File: config.mk
export PLATFORM = sky130hd
export DESIGN_NAME = flash_seq
export DESIGN_NICKNAME = d
export VERILOG_FILES = /design/src/rtl/flash_seq.sv
export SDC_FILE = /design/constraint.sdc
export NUM_CORES = 1
export LEC_CHECK = 0
export ABC_AREA = 0
export BUFFER_PORTS_ARGS = -buffer_cell sky130_fd_sc_hd__buf_2
export CAP_MARGIN = 0
export CELL_PAD_IN_SITES_DETAIL_PLACEMENT = 1
export CELL_PAD_IN_SITES_GLOBAL_PLACEMENT = 1
export CORE_MARGIN = 2
export CORE_UTILIZATION = 44
export CTS_CLUSTER_SIZE = 20
export DETAILED_ROUTE_END_ITERATION = 10
export GPL_TIMING_DRIVEN = 1
export PLACE_DENSITY = 0.85
export SYNTH_ARGS = -nofsm -noshare
export SYNTH_HDL_FRONTEND = slang
export SYNTH_SLANG_ARGS = --single-unit
File: constraint.sdc
create_clock -name clk -period 6.3 [get_ports clk]
set_clock_uncertainty 0.05 [all_clocks]
set_input_delay 0.63 -clock clk [delete_from_list [all_inputs] [get_ports clk]]
set_output_delay 0.63 -clock clk [all_outputs]
set_load 0.01 [all_outputs]
File: src/rtl/flash_seq.sv
module flash_seq #(
  parameter int AW         = 3,
  parameter int WE_LOW     = 2,
  parameter int PROG_WAIT  = 8,
  parameter int ERASE_WAIT = 20,
  parameter int MAX_PROG   = 4,
  parameter int MAX_ERASE  = 3
) (
  input  logic          clk,
  input  logic          rst_n,
  input  logic          start,
  input  logic          op_erase,
  input  logic [AW-1:0] addr_in,
  input  logic [7:0]    data_in,
  output logic          busy,
  output logic          done,
  output logic          fail,
  output logic          flash_ce_n,
  output logic          flash_we_n,
  output logic          flash_oe_n,
  output logic [AW-1:0] flash_addr,
  output logic [7:0]    flash_dq_out,
  output logic          flash_dq_oe,
  input  logic [7:0]    flash_dq_in
);
  localparam int WMAX = (ERASE_WAIT > PROG_WAIT) ? ERASE_WAIT : PROG_WAIT;
  localparam int CW   = $clog2(WMAX + WE_LOW + 2);
  localparam int LMAX = (MAX_ERASE > MAX_PROG) ? MAX_ERASE : MAX_PROG;
  localparam int NW   = $clog2(LMAX + 1);
  localparam logic [AW-1:0] TOP = '1;

  typedef enum logic [3:0] {
    IDLE, P_SET, P_DAT, P_WAIT, P_VER, P_RD,
    E_SET, E_GO, E_WAIT, E_VER, E_RD, R_ONE, R_TWO
  } st_t;

  st_t           st;
  logic [CW-1:0] cnt;
  logic [AW-1:0] a_q, va_q;
  logic [7:0]    d_q;
  logic [NW-1:0] pulses;
  logic          bad, is_er;
  logic          is_wr, is_rd, is_wt, step_end;
  logic [CW-1:0] wt_len;

  assign is_wr    = st inside {P_SET, P_DAT, P_VER, E_SET, E_GO, E_VER, R_ONE, R_TWO};
  assign is_rd    = st inside {P_RD, E_RD};
  assign is_wt    = st inside {P_WAIT, E_WAIT};
  assign wt_len   = (st == E_WAIT) ? CW'(ERASE_WAIT) : CW'(PROG_WAIT);
  assign step_end = is_wr ? (cnt == CW'(WE_LOW + 1)) :
                    is_rd ? (cnt == CW'(1)) :
                    is_wt ? (cnt == wt_len - 1'b1) : 1'b0;

  assign busy        = (st != IDLE);
  assign fail        = done & bad;
  assign flash_ce_n  = !(is_wr || is_rd);
  assign flash_we_n  = !(is_wr && cnt != '0 && cnt <= CW'(WE_LOW));
  assign flash_oe_n  = !is_rd;
  assign flash_dq_oe = is_wr;
  assign flash_addr  = is_er ? va_q : a_q;

  always_comb begin
    case (st)
      P_SET:        flash_dq_out = 8'h40;
      P_DAT:        flash_dq_out = d_q;
      P_VER:        flash_dq_out = 8'hC0;
      E_SET, E_GO:  flash_dq_out = 8'h20;
      E_VER:        flash_dq_out = 8'hA0;
      default:      flash_dq_out = 8'hFF;
    endcase
  end

  always_ff @(posedge clk or negedge rst_n) begin
    if (!rst_n) begin
      st <= IDLE; cnt <= '0; a_q <= '0; va_q <= '0; d_q <= '0;
      pulses <= '0; bad <= 1'b0; is_er <= 1'b0; done <= 1'b0;
    end else begin
      done <= 1'b0;
      if (st == IDLE) begin
        if (start) begin
          st     <= op_erase ? E_SET : P_SET;
          a_q    <= addr_in;
          d_q    <= data_in;
          is_er  <= op_erase;
          va_q   <= '0;
          pulses <= '0;
          bad    <= 1'b0;
          cnt    <= '0;
        end
      end else if (!step_end) begin
        cnt <= cnt + 1'b1;
      end else begin
        cnt <= '0;
        case (st)
          P_SET:  st <= P_DAT;
          P_DAT:  begin st <= P_WAIT; pulses <= pulses + 1'b1; end
          P_WAIT: st <= P_VER;
          P_VER:  st <= P_RD;
          P_RD:
            if (flash_dq_in == d_q) st <= R_ONE;
            else if (pulses == NW'(MAX_PROG)) begin bad <= 1'b1; st <= R_ONE; end
            else st <= P_SET;
          E_SET:  st <= E_GO;
          E_GO:   begin st <= E_WAIT; pulses <= pulses + 1'b1; end
          E_WAIT: st <= E_VER;
          E_VER:  st <= E_RD;
          E_RD:
            if (flash_dq_in == 8'hFF) begin
              if (va_q == TOP) st <= R_ONE;
              else begin va_q <= va_q + 1'b1; st <= E_VER; end
            end
            else if (pulses == NW'(MAX_ERASE)) begin bad <= 1'b1; st <= R_ONE; end
            else st <= E_SET;
          R_ONE:  st <= R_TWO;
          R_TWO:  begin st <= IDLE; done <= 1'b1; end
          default: st <= IDLE;
        endcase
      end
    end
  end


  bus_excl_chk: assert property (@(posedge clk) disable iff (!rst_n)
    !(!flash_we_n && !flash_oe_n));


  we_setup_chk: assert property (@(posedge clk) disable iff (!rst_n)
    $fell(flash_we_n) |-> ($past(!flash_ce_n) && $stable(flash_addr)));


  we_hold_chk: assert property (@(posedge clk) disable iff (!rst_n)
    (!flash_we_n && $past(!flash_we_n)) |-> ($stable(flash_addr) && $stable(flash_dq_out)));


  pulse_lim_chk: assert property (@(posedge clk) disable iff (!rst_n)
    pulses <= NW'(LMAX));


  start_busy_chk: assert property (@(posedge clk) disable iff (!rst_n)
    (start && !busy) |=> busy);


  done_idle_chk: assert property (@(posedge clk) disable iff (!rst_n)
    done |-> (!busy && $past(busy)));
endmodule

==> results.cfg, run 1 <==
[timing]
period_needed_ps = 3030
fin_tns_setup_ps = 0
slew_violations = 0
finalSetupViolations = 0
final.period_utilization_pct = 48.1
worstMarginPinSlew_ps = 800
max_freq_ghz = 0.330
rsz0062_at_grt = no
slew_headroom_pct = 46.7
holdWs_ps = 335
hold_violations = 0
fin_ws_ps = 3270

[worst_setup_path]
worstPathMaxFanout = 18
required_ps = 5620
crit_arrival_ps = 2350
start_kind = flop
criticalPathCategory = flop to output port
endpoint_kind = output port

[floorplan]
num_io_pins = 41
fp.dieW_um = 72.7
die_h_um = 72.7
start_util_pct = 44.9
floorplan.die_area_um2 = 5290
core-area_um2 = 4630
placementRows = 25

[routing]
dr.pass1.iters = 4
drt_iter0_drc = 142
wl_per_cell_um = 16.8
ant_nets = 0
wl_um = 5600
drc = 0
vias = 1921
vias_per_cell = 5.77

[logic_synthesis]
ys_seq_area_share_pct = 34.9
synth_top_area_share_pct = 34.9
synth_common_cells = nand2_1 (44), dfrtp_1 (29), inv_1 (22), o21ai_0 (18), nor2_1 (15)
syn_inst = 244
synthTopCellsByArea = dfrtp_1 (35%), nand2_1 (7.9%), ha_1 (7.8%)
ys_ff_latch = 29
synth_ff_type = dfrtp_1
synth.most_common_cell = nand2_1
yosysWarnings = 0
synth_top_area_cell = dfrtp_1
syn-num-nets = 280
postSynthAreaPerCell_um2 = 8.52
synthDistinctLibCells = 49
syn_area_um2 = 2080
ys_async_sr_fraction_pct = 100
synth_edf_count = 0

[power_and_ir_drop]
ir_drop_v = 0.000209
powerDensity_nw_per_um2 = 495
power_mw = 1.19
p_leak_nw = 1.16

[clock_tree]
clkLatencyLatePin_ps = 280
cts.clk_slew.worst_paths_ps = 70
tritoncts = yes
cts.sinks = 29
cts_max_level = 2
postCtsSetupRepairBufs = 0
ctsHoldBuffers = 0
numCtsBuffers = 5
cts_resized = 0
clk_path_buf_depth = 2
root_buffer = clkbuf_8

[finish]
final_nets = 314
register_area_um2 = 726
drive_above_1_share_pct = 21.1
fillerInstances = 579
syn_to_final_growth_pct = 15.8
multi_input_area_um2 = 1220
final_core_util_pct = 52.0
diodes = 0

[global_route]
antenna_found_initial = 0
gr-usage-all-layers_pct = 23.1
grt_max_degree = 30
grt_pass1_wl_um = 9460
grt.overflow.total = 0
grt_pass1_vias = 1978

[placed_design]
place_ws_ps = 3560
port_buffers = 40
gp_congestion = 0.893
dp_hpwl_um = 4020

[outcome]
status = completed

[run]
timing.max_cap.violations = 0

[worst_hold_path]
hp-class = input pin to asynchronous set/reset pin
[sequential cells by signal (all words and copies together) (netlist names)]
| name | count |
|---|---|
| cnt | 5 |
| st | 4 |
| done | 1 |
| a_q | 3 |
| va_q | 3 |
| bad | 1 |
| is_er | 1 |
| pulses | 3 |
| d_q | 8 |
[worst max-delay path: stages (launching register included)]
cell and delay, ps:
dfrtp_1 410, inv_1 120, ha_1 540, nand2b_1 210
nor2_1 280, inv_1 280, buf_2 220
[area by class of cell]
class,count,area share [%]
inverter,22,3.43
multi-input combinational,180,50.5
timing repair buffer,40,8.31
clock inverter,1,1.25
sequential,29,30.1
tap,54,2.81
clock buffer,7,3.58
[path summary, 6_finish.rpt]
check | startpoint | depth (start not counted) | slack [ps] | to
setup / recovery | st[2]$_DFFE_PN0P_ | 6 | 3270 | busy
hold / removal | rst_n | 1 | 340 | cnt[3]$_DFFE_PN0N_
setup reg to reg | st[2]$_DFFE_PN0P_ | 7 | 3560 | st[0]$_DFFE_PN0P_
hold reg to reg | a_q[0]$_DFFE_PN0P_ | 2 | 420 | a_q[0]$_DFFE_PN0P_
max in group asynchronous | rst_n | 1 | 5430 | d_q[3]$_DFFE_PN0P_
min in group clk | a_q[0]$_DFFE_PN0P_ | 2 | 420 | a_q[0]$_DFFE_PN0P_
[metal layers]
layer / track usage, % / part of all wire [%] / wire length (µm) / vias to the layer above
met5: 0 / 0 / 0 / -
met4: 7.41 / 2.0 / 111 / 0
met3: 3.87 / 3.3 / 187 / 11
met2: 38.6 / 47 / 2640 / 50
met1: 30.6 / 48 / 2660 / 947
li1: - / - / - / 913
[kinds of logic (layout without fill, tap and decap cells)]
logic type	Yosys count	in the layout	share of synthesized area (%)
AO/OA/AOI/OAI	54	54	19.1
XOR/XNOR	10	10	4.21
adder cells (fa/ha/maj)	13	13	7.82
buffers and inverters	35	70	6.62
flip-flops	29	29	34.9
multiplexers	13	13	6.68
AND/OR/NAND/NOR	90	90	20.6
[stage by stage]
step | area (µm²) | std cells
2_1_floorplan | 2080 | 244
4_1_cts | 2410 | 333
3_5_place_dp | 2290 | 325
6_report | 2410 | 333
5_1_grt | 2410 | 333
3_3_place_gp | 2290 | 325
[power breakdown]
part | switching (mW) | total [mW] | internal, mW | leakage (nW)
sequential | 0.0827 | 0.327 | 0.245 | 0.379
combinational | 0.398 | 0.659 | 0.261 | 0.718
clock | 0.0765 | 0.205 | 0.129 | 0.0585
[layout by cell type, fill, tap and decap left out, types with 6 or more instances in the layout]
master	instances
nor2_1	15
a21oi_1	6
mux2i_1	9
xnor2_1	10
dfrtp_1	29
clkbuf_8	6
ha_1	13
nand2_1	44
buf_2	40
o21ai_0	18
inv_1	22
No activity file was read; power rests on OpenSTA's default activity.
==> run 2, diff against run 1 <==
--- a/config.mk
+++ b/config.mk
@@ -11,11 +11,11 @@
 export CELL_PAD_IN_SITES_DETAIL_PLACEMENT = 1
 export CELL_PAD_IN_SITES_GLOBAL_PLACEMENT = 1
 export CORE_MARGIN = 2
-export CORE_UTILIZATION = 44
+export CORE_UTILIZATION = 41
 export CTS_CLUSTER_SIZE = 20
 export DETAILED_ROUTE_END_ITERATION = 10
 export GPL_TIMING_DRIVEN = 1
-export PLACE_DENSITY = 0.85
+export PLACE_DENSITY = 0.8
 export SYNTH_ARGS = -nofsm -noshare
 export SYNTH_HDL_FRONTEND = slang
 export SYNTH_SLANG_ARGS = --single-unit
==> constraint.sdc (replaced) <==
create_clock -name clk -period 3.2 [get_ports clk]
set_clock_uncertainty 0.05 [all_clocks]
set_input_delay 0.32 -clock clk [delete_from_list [all_inputs] [get_ports clk]]
set_output_delay 0.32 -clock clk [all_outputs]
set_load 0.01 [all_outputs]
==> run 2 against run 1 <==
- routed wire length down 1.4%
- design area is 1.3% higher
- clock power is 94% higher
- flip-flop and latch count unchanged
- sequential share of layout area fell by 0.39 points
- combinational power up 99%
- power rose by 97%
- sequential power is 97% higher
- non-clock buffer count rose by 2
- largest power group unchanged
- highest routed layer unchanged
==> results.cfg, run 2 (synthesis gave the netlist of run 1 again) <==
[outcome]
status = completed

[timing]
holdWs_ps = 15.7
slew_headroom_pct = 48.5
finalSetupViolations = 0
fin_tns_setup_ps = 0
slew_violations = 0
rsz0062_at_grt = no
period_needed_ps = 2820
final.period_utilization_pct = 88.2
max_freq_ghz = 0.354
fin_ws_ps = 376
hold_violations = 0
worstMarginPinSlew_ps = 773

[global_route]
grt_pass1_vias = 1897
antenna_found_initial = 0
grt_max_degree = 30
gr-usage-all-layers_pct = 22.1
grt_pass1_wl_um = 9320
grt.overflow.total = 0

[finish]
layout_common_cells = nand2_1 (44), buf_2 (40), dfrtp_1 (29), inv_1 (22), o21ai_0 (18)
final_core_util_pct = 50.6
diodes = 0
largest_reg_flops = 8
drive_above_1_share_pct = 21.7
mostFrequentLayoutCell = nand2_1
layout.cells.non_filler = 348
largest_registers = d_q (8), cnt (5), st (4)
top_register = d_q
final_nets = 316
syn_to_final_growth_pct = 17.3
final_cell_area_um2 = 2440

[power_and_ir_drop]
ir_drop_v = 0.000362
p_leak_nw = 1.17
powerDensity_nw_per_um2 = 964
power_mw = 2.35

[clock_tree]
cts_resized = 0
clk_path_buf_depth = 2
numCtsBuffers = 5
clkLatencyLatePin_ps = 280
postCtsSetupRepairBufs = 0
root_buffer = clkbuf_8
cts_max_level = 2
tritoncts = yes
ctsHoldBuffers = 0
cts.sinks = 29
cts.clk_slew.worst_paths_ps = 70

[routing]
vias_per_cell = 5.42
drc = 0
drt_iter0_drc = 97
dr_wl_met3_um = 218
ant_nets = 0
vias = 1886
dr.pass1.iters = 4
top_layer_used = met4
wl_um = 5520
met2WireLength_um = 2550
met1_length_um = 2640
wl_per_cell_um = 15.9

[worst_setup_path]
crit_family = buffers and inverters
endpoint_kind = output port
worst_path_max_delay_cell = ha_1
path_buf_inv = 3
required_ps = 2830
path_cells = inv_1 > ha_1 > nand2b_1 > nor2_1 > inv_1 > buf_2
slowest_delay_ps = 590
crit_arrival_ps = 2450
worstPathMaxFanout = 18
criticalPathCategory = flop to output port
cpMostUsedCell = inv_1
start_kind = flop

[placed_design]
dp_cells = 340
gp_congestion = 0.809
place_ws_ps = 540
dp_hpwl_um = 4040
port_buffers = 40
place_area_um2 = 2320

[floorplan]
fp.dieW_um = 75.2
placementRows = 25
floorplan.die_area_um2 = 5660
die_h_um = 75.2
num_io_pins = 41
core-area_um2 = 4820
start_util_pct = 43.2

[run]
timing.max_cap.violations = 0

[worst_hold_path]
hp-class = input pin to asynchronous set/reset pin
run 2: changes by cell type in the layout (fill, tap and decap cells not counted), sizes merged:
cell	delta
buf	+2
run 2: worst reg2reg max path: cells and delay by family (launching register included):
kind / cells / cell delay (ps)
compound gates: 1 / 280
buf+inv: 2 / 400
simple gates: 2 / 560
fa+ha+maj: 1 / 590
flops: 1 / 400
mux: 1 / 330
run 2: worst paths after layout:
check	depth (start not counted)	slack, ps	startpoint	to
min in group clk	3	180	addr_in[2]	a_q[2]$_DFFE_PN0P_
hold / removal	1	20	rst_n	cnt[0]$_DFFE_PN0N_
max in group asynchronous	1	2650	rst_n	d_q[7]$_DFFE_PN0P_
setup / recovery	6	380	st[2]$_DFFE_PN0P_	busy
hold reg to reg	2	420	a_q[0]$_DFFE_PN0P_	a_q[0]$_DFFE_PN0P_
setup reg to reg	7	470	st[2]$_DFFE_PN0P_	st[0]$_DFFE_PN0P_
run 2: final cells by class:
cell class | count | area [µm²]
Clock inverter | 1 | 30.0
Clock buffer | 7 | 86.3
Multi-Input combinational cell | 180 | 1220
Fill cell | 614 | 2380
Inverter | 22 | 82.6
Timing Repair Buffer | 42 | 215
Sequential cell | 29 | 726
Tap cell | 67 | 83.8
run 2: metal layers:
layer / global-route usage [%] / up-vias
met2: 34.2 / 48
li1: - / 921
met4: 8.58 / 0
met5: 0 / -
met3: 3.48 / 12
met1: 31.1 / 905
run 2: where the power goes:
| part | switching [mW] | internal, mW | leakage (nW) | total, mW |
|---|---|---|---|---|
| Combinational | 0.788 | 0.523 | 0.729 | 1.31 |
| Sequential | 0.162 | 0.482 | 0.379 | 0.644 |
| Clock | 0.144 | 0.254 | 0.0585 | 0.398 |
==> run 3, diff against run 2 <==
--- a/config.mk
+++ b/config.mk
@@ -15,7 +15,7 @@
 export CTS_CLUSTER_SIZE = 20
 export DETAILED_ROUTE_END_ITERATION = 10
 export GPL_TIMING_DRIVEN = 1
-export PLACE_DENSITY = 0.8
+export PLACE_DENSITY = 0.89
 export SYNTH_ARGS = -nofsm -noshare
 export SYNTH_HDL_FRONTEND = slang
 export SYNTH_SLANG_ARGS = --single-unit
==> run 3 against run 2 <==
- register-to-register slack barely moved
- cell count did not move
- utilization did not move
- worst hold slack improved by 15 ps
- via count rose by 1.7%
- clock power barely moved
- setup slack improved by 81 ps
- count of clock-buffer cells in the layout did not move
- maximum frequency rose by 3.0%
- combinational power barely moved
- sequential share of layout area did not move
- sequential power fell by 2%
==> results.cfg, run 3 (synthesis gave the netlist of run 1 again) <==
[power_and_ir_drop]
powerDensity_nw_per_um2 = 966
ir_drop_v = 0.000362
power_mw = 2.36
p_leak_nw = 1.17

[timing]
max_freq_ghz = 0.365
worstMarginPinSlew_ps = 777
final.period_utilization_pct = 85.7
slew_violations = 0
period_needed_ps = 2740
hold_violations = 0
fin_tns_setup_ps = 0
slew_headroom_pct = 48.2
finalSetupViolations = 0
holdWs_ps = 30.5
rsz0062_at_grt = no

[worst_setup_path]
r2r_cells = 7
slowest_delay_ps = 560
worstPathMaxFanout = 18
r2r-start = st[2]$_DFFE_PN0P_
r2r_end = st[0]$_DFFE_PN0P_
worst_path_max_delay_cell = ha_1
r2r_slack_ps = 470
crit_arrival_ps = 2370
endpoint_kind = output port
criticalPathCategory = flop to output port
path_cells = inv_1 > ha_1 > nand2b_1 > nor2_1 > inv_1 > buf_2
cpMostUsedCell = inv_1
start_kind = flop
crit_family = buffers and inverters
required_ps = 2830
path_buf_inv = 3

[clock_tree]
clk_path_buf_depth = 2
cts.sinks = 29
numCtsBuffers = 5
clkLatencyLatePin_ps = 280
postCtsSetupRepairBufs = 0
root_buffer = clkbuf_8
cts_max_level = 2
cts.clk_slew.worst_paths_ps = 60
ctsHoldBuffers = 0
cts_resized = 0
tritoncts = yes

[finish]
syn_to_final_growth_pct = 17.3
final_nets = 316
layout_common_cells = nand2_1 (44), buf_2 (40), dfrtp_1 (29), inv_1 (22), o21ai_0 (18)
drive_above_1_share_pct = 21.7
largest_registers = d_q (8), cnt (5), st (4)
multi_input_area_um2 = 1220
mostFrequentLayoutCell = nand2_1
layout.cells.non_filler = 348
largest_reg_flops = 8
fillerInstances = 620
register_area_um2 = 726
top_register = d_q
diodes = 0

[placed_design]
dp_cells = 340
port_buffers = 40
gp_congestion = 0.881
dp_hpwl_um = 4340

[routing]
wl_um = 5690
drc = 0
wl_per_cell_um = 16.4
vias = 1918
dr.pass1.iters = 4
drt_iter0_drc = 98
vias_per_cell = 5.51
ant_nets = 0

[floorplan]
fp.dieW_um = 75.2
floorplan.die_area_um2 = 5660
placementRows = 25
die_h_um = 75.2
num_io_pins = 41
start_util_pct = 43.2
core-area_um2 = 4820

[global_route]
grt_pass1_vias = 2008
antenna_found_initial = 0
gr-usage-all-layers_pct = 22.6
grt_max_degree = 30
grt.overflow.total = 0
grt_pass1_wl_um = 9710

[outcome]
status = completed

[run]
timing.max_cap.violations = 0

[worst_hold_path]
hp-class = input pin to asynchronous set/reset pin
## run 3: cell counts in the layout (fill, tap and decap cells not counted)
Identical to the previous run, type by type.
## run 3: report_power, final
group / switching, mW / total (mW) / leakage, nW / internal (mW)
sequential: 0.146 / 0.628 / 0.379 / 0.482
clock: 0.146 / 0.400 / 0.0585 / 0.254
combinational: 0.801 / 1.33 / 0.729 / 0.528
total: 1.09 / 2.36 / 1.17 / 1.26
## run 3: cell type report
cell class | instances | share of cell area (%)
Inverter | 22 | 3.38
Timing Repair Buffer | 42 | 8.82
Sequential cell | 29 | 29.7
Tap cell | 67 | 3.44
Multi-Input combinational cell | 180 | 49.8
Clock inverter | 1 | 1.23
Clock buffer | 7 | 3.54
## run 3: worst max-delay path by stage
| stage | start | to | slack [ps] | cells past startpoint |
|---|---|---|---|---|
| after detailed placement | st[2]$_DFFE_PN0P_ | st[0]$_DFFE_PN0P_ | 460 | 7 |
| after global routing | st[2]$_DFFE_PN0P_ | busy | 240 | 6 |
| after floorplan | st[2]$_DFFE_PN0P_ | st[0]$_DFFE_PN0P_ | 1000 | 8 |
| final | st[2]$_DFFE_PN0P_ | busy | 460 | 6 |
| after global placement | st[2]$_DFFE_PN0P_ | st[0]$_DFFE_PN0P_ | 640 | 7 |
| after CTS | st[2]$_DFFE_PN0P_ | busy | 450 | 6 |
## run 3: layer usage
layer  vias up  routed length [µm]  track usage [%]
met4         0                  25             4.09
met2        41                2870             38.5
li1        921                   -                -
met5         -                   0                0
met3         4                 195             4.02
met1       952                2600             30.7
## run 3: stage by stage
stage,worst slack (ps),utilization (%),instance area [µm²]
2_1_floorplan,1000,-,2080
3_3_place_gp,639,48.2,2320
3_5_place_dp,462,48.2,2320
4_1_cts,455,50.6,2440
5_1_grt,236,50.6,2440
6_report,457,50.6,2440
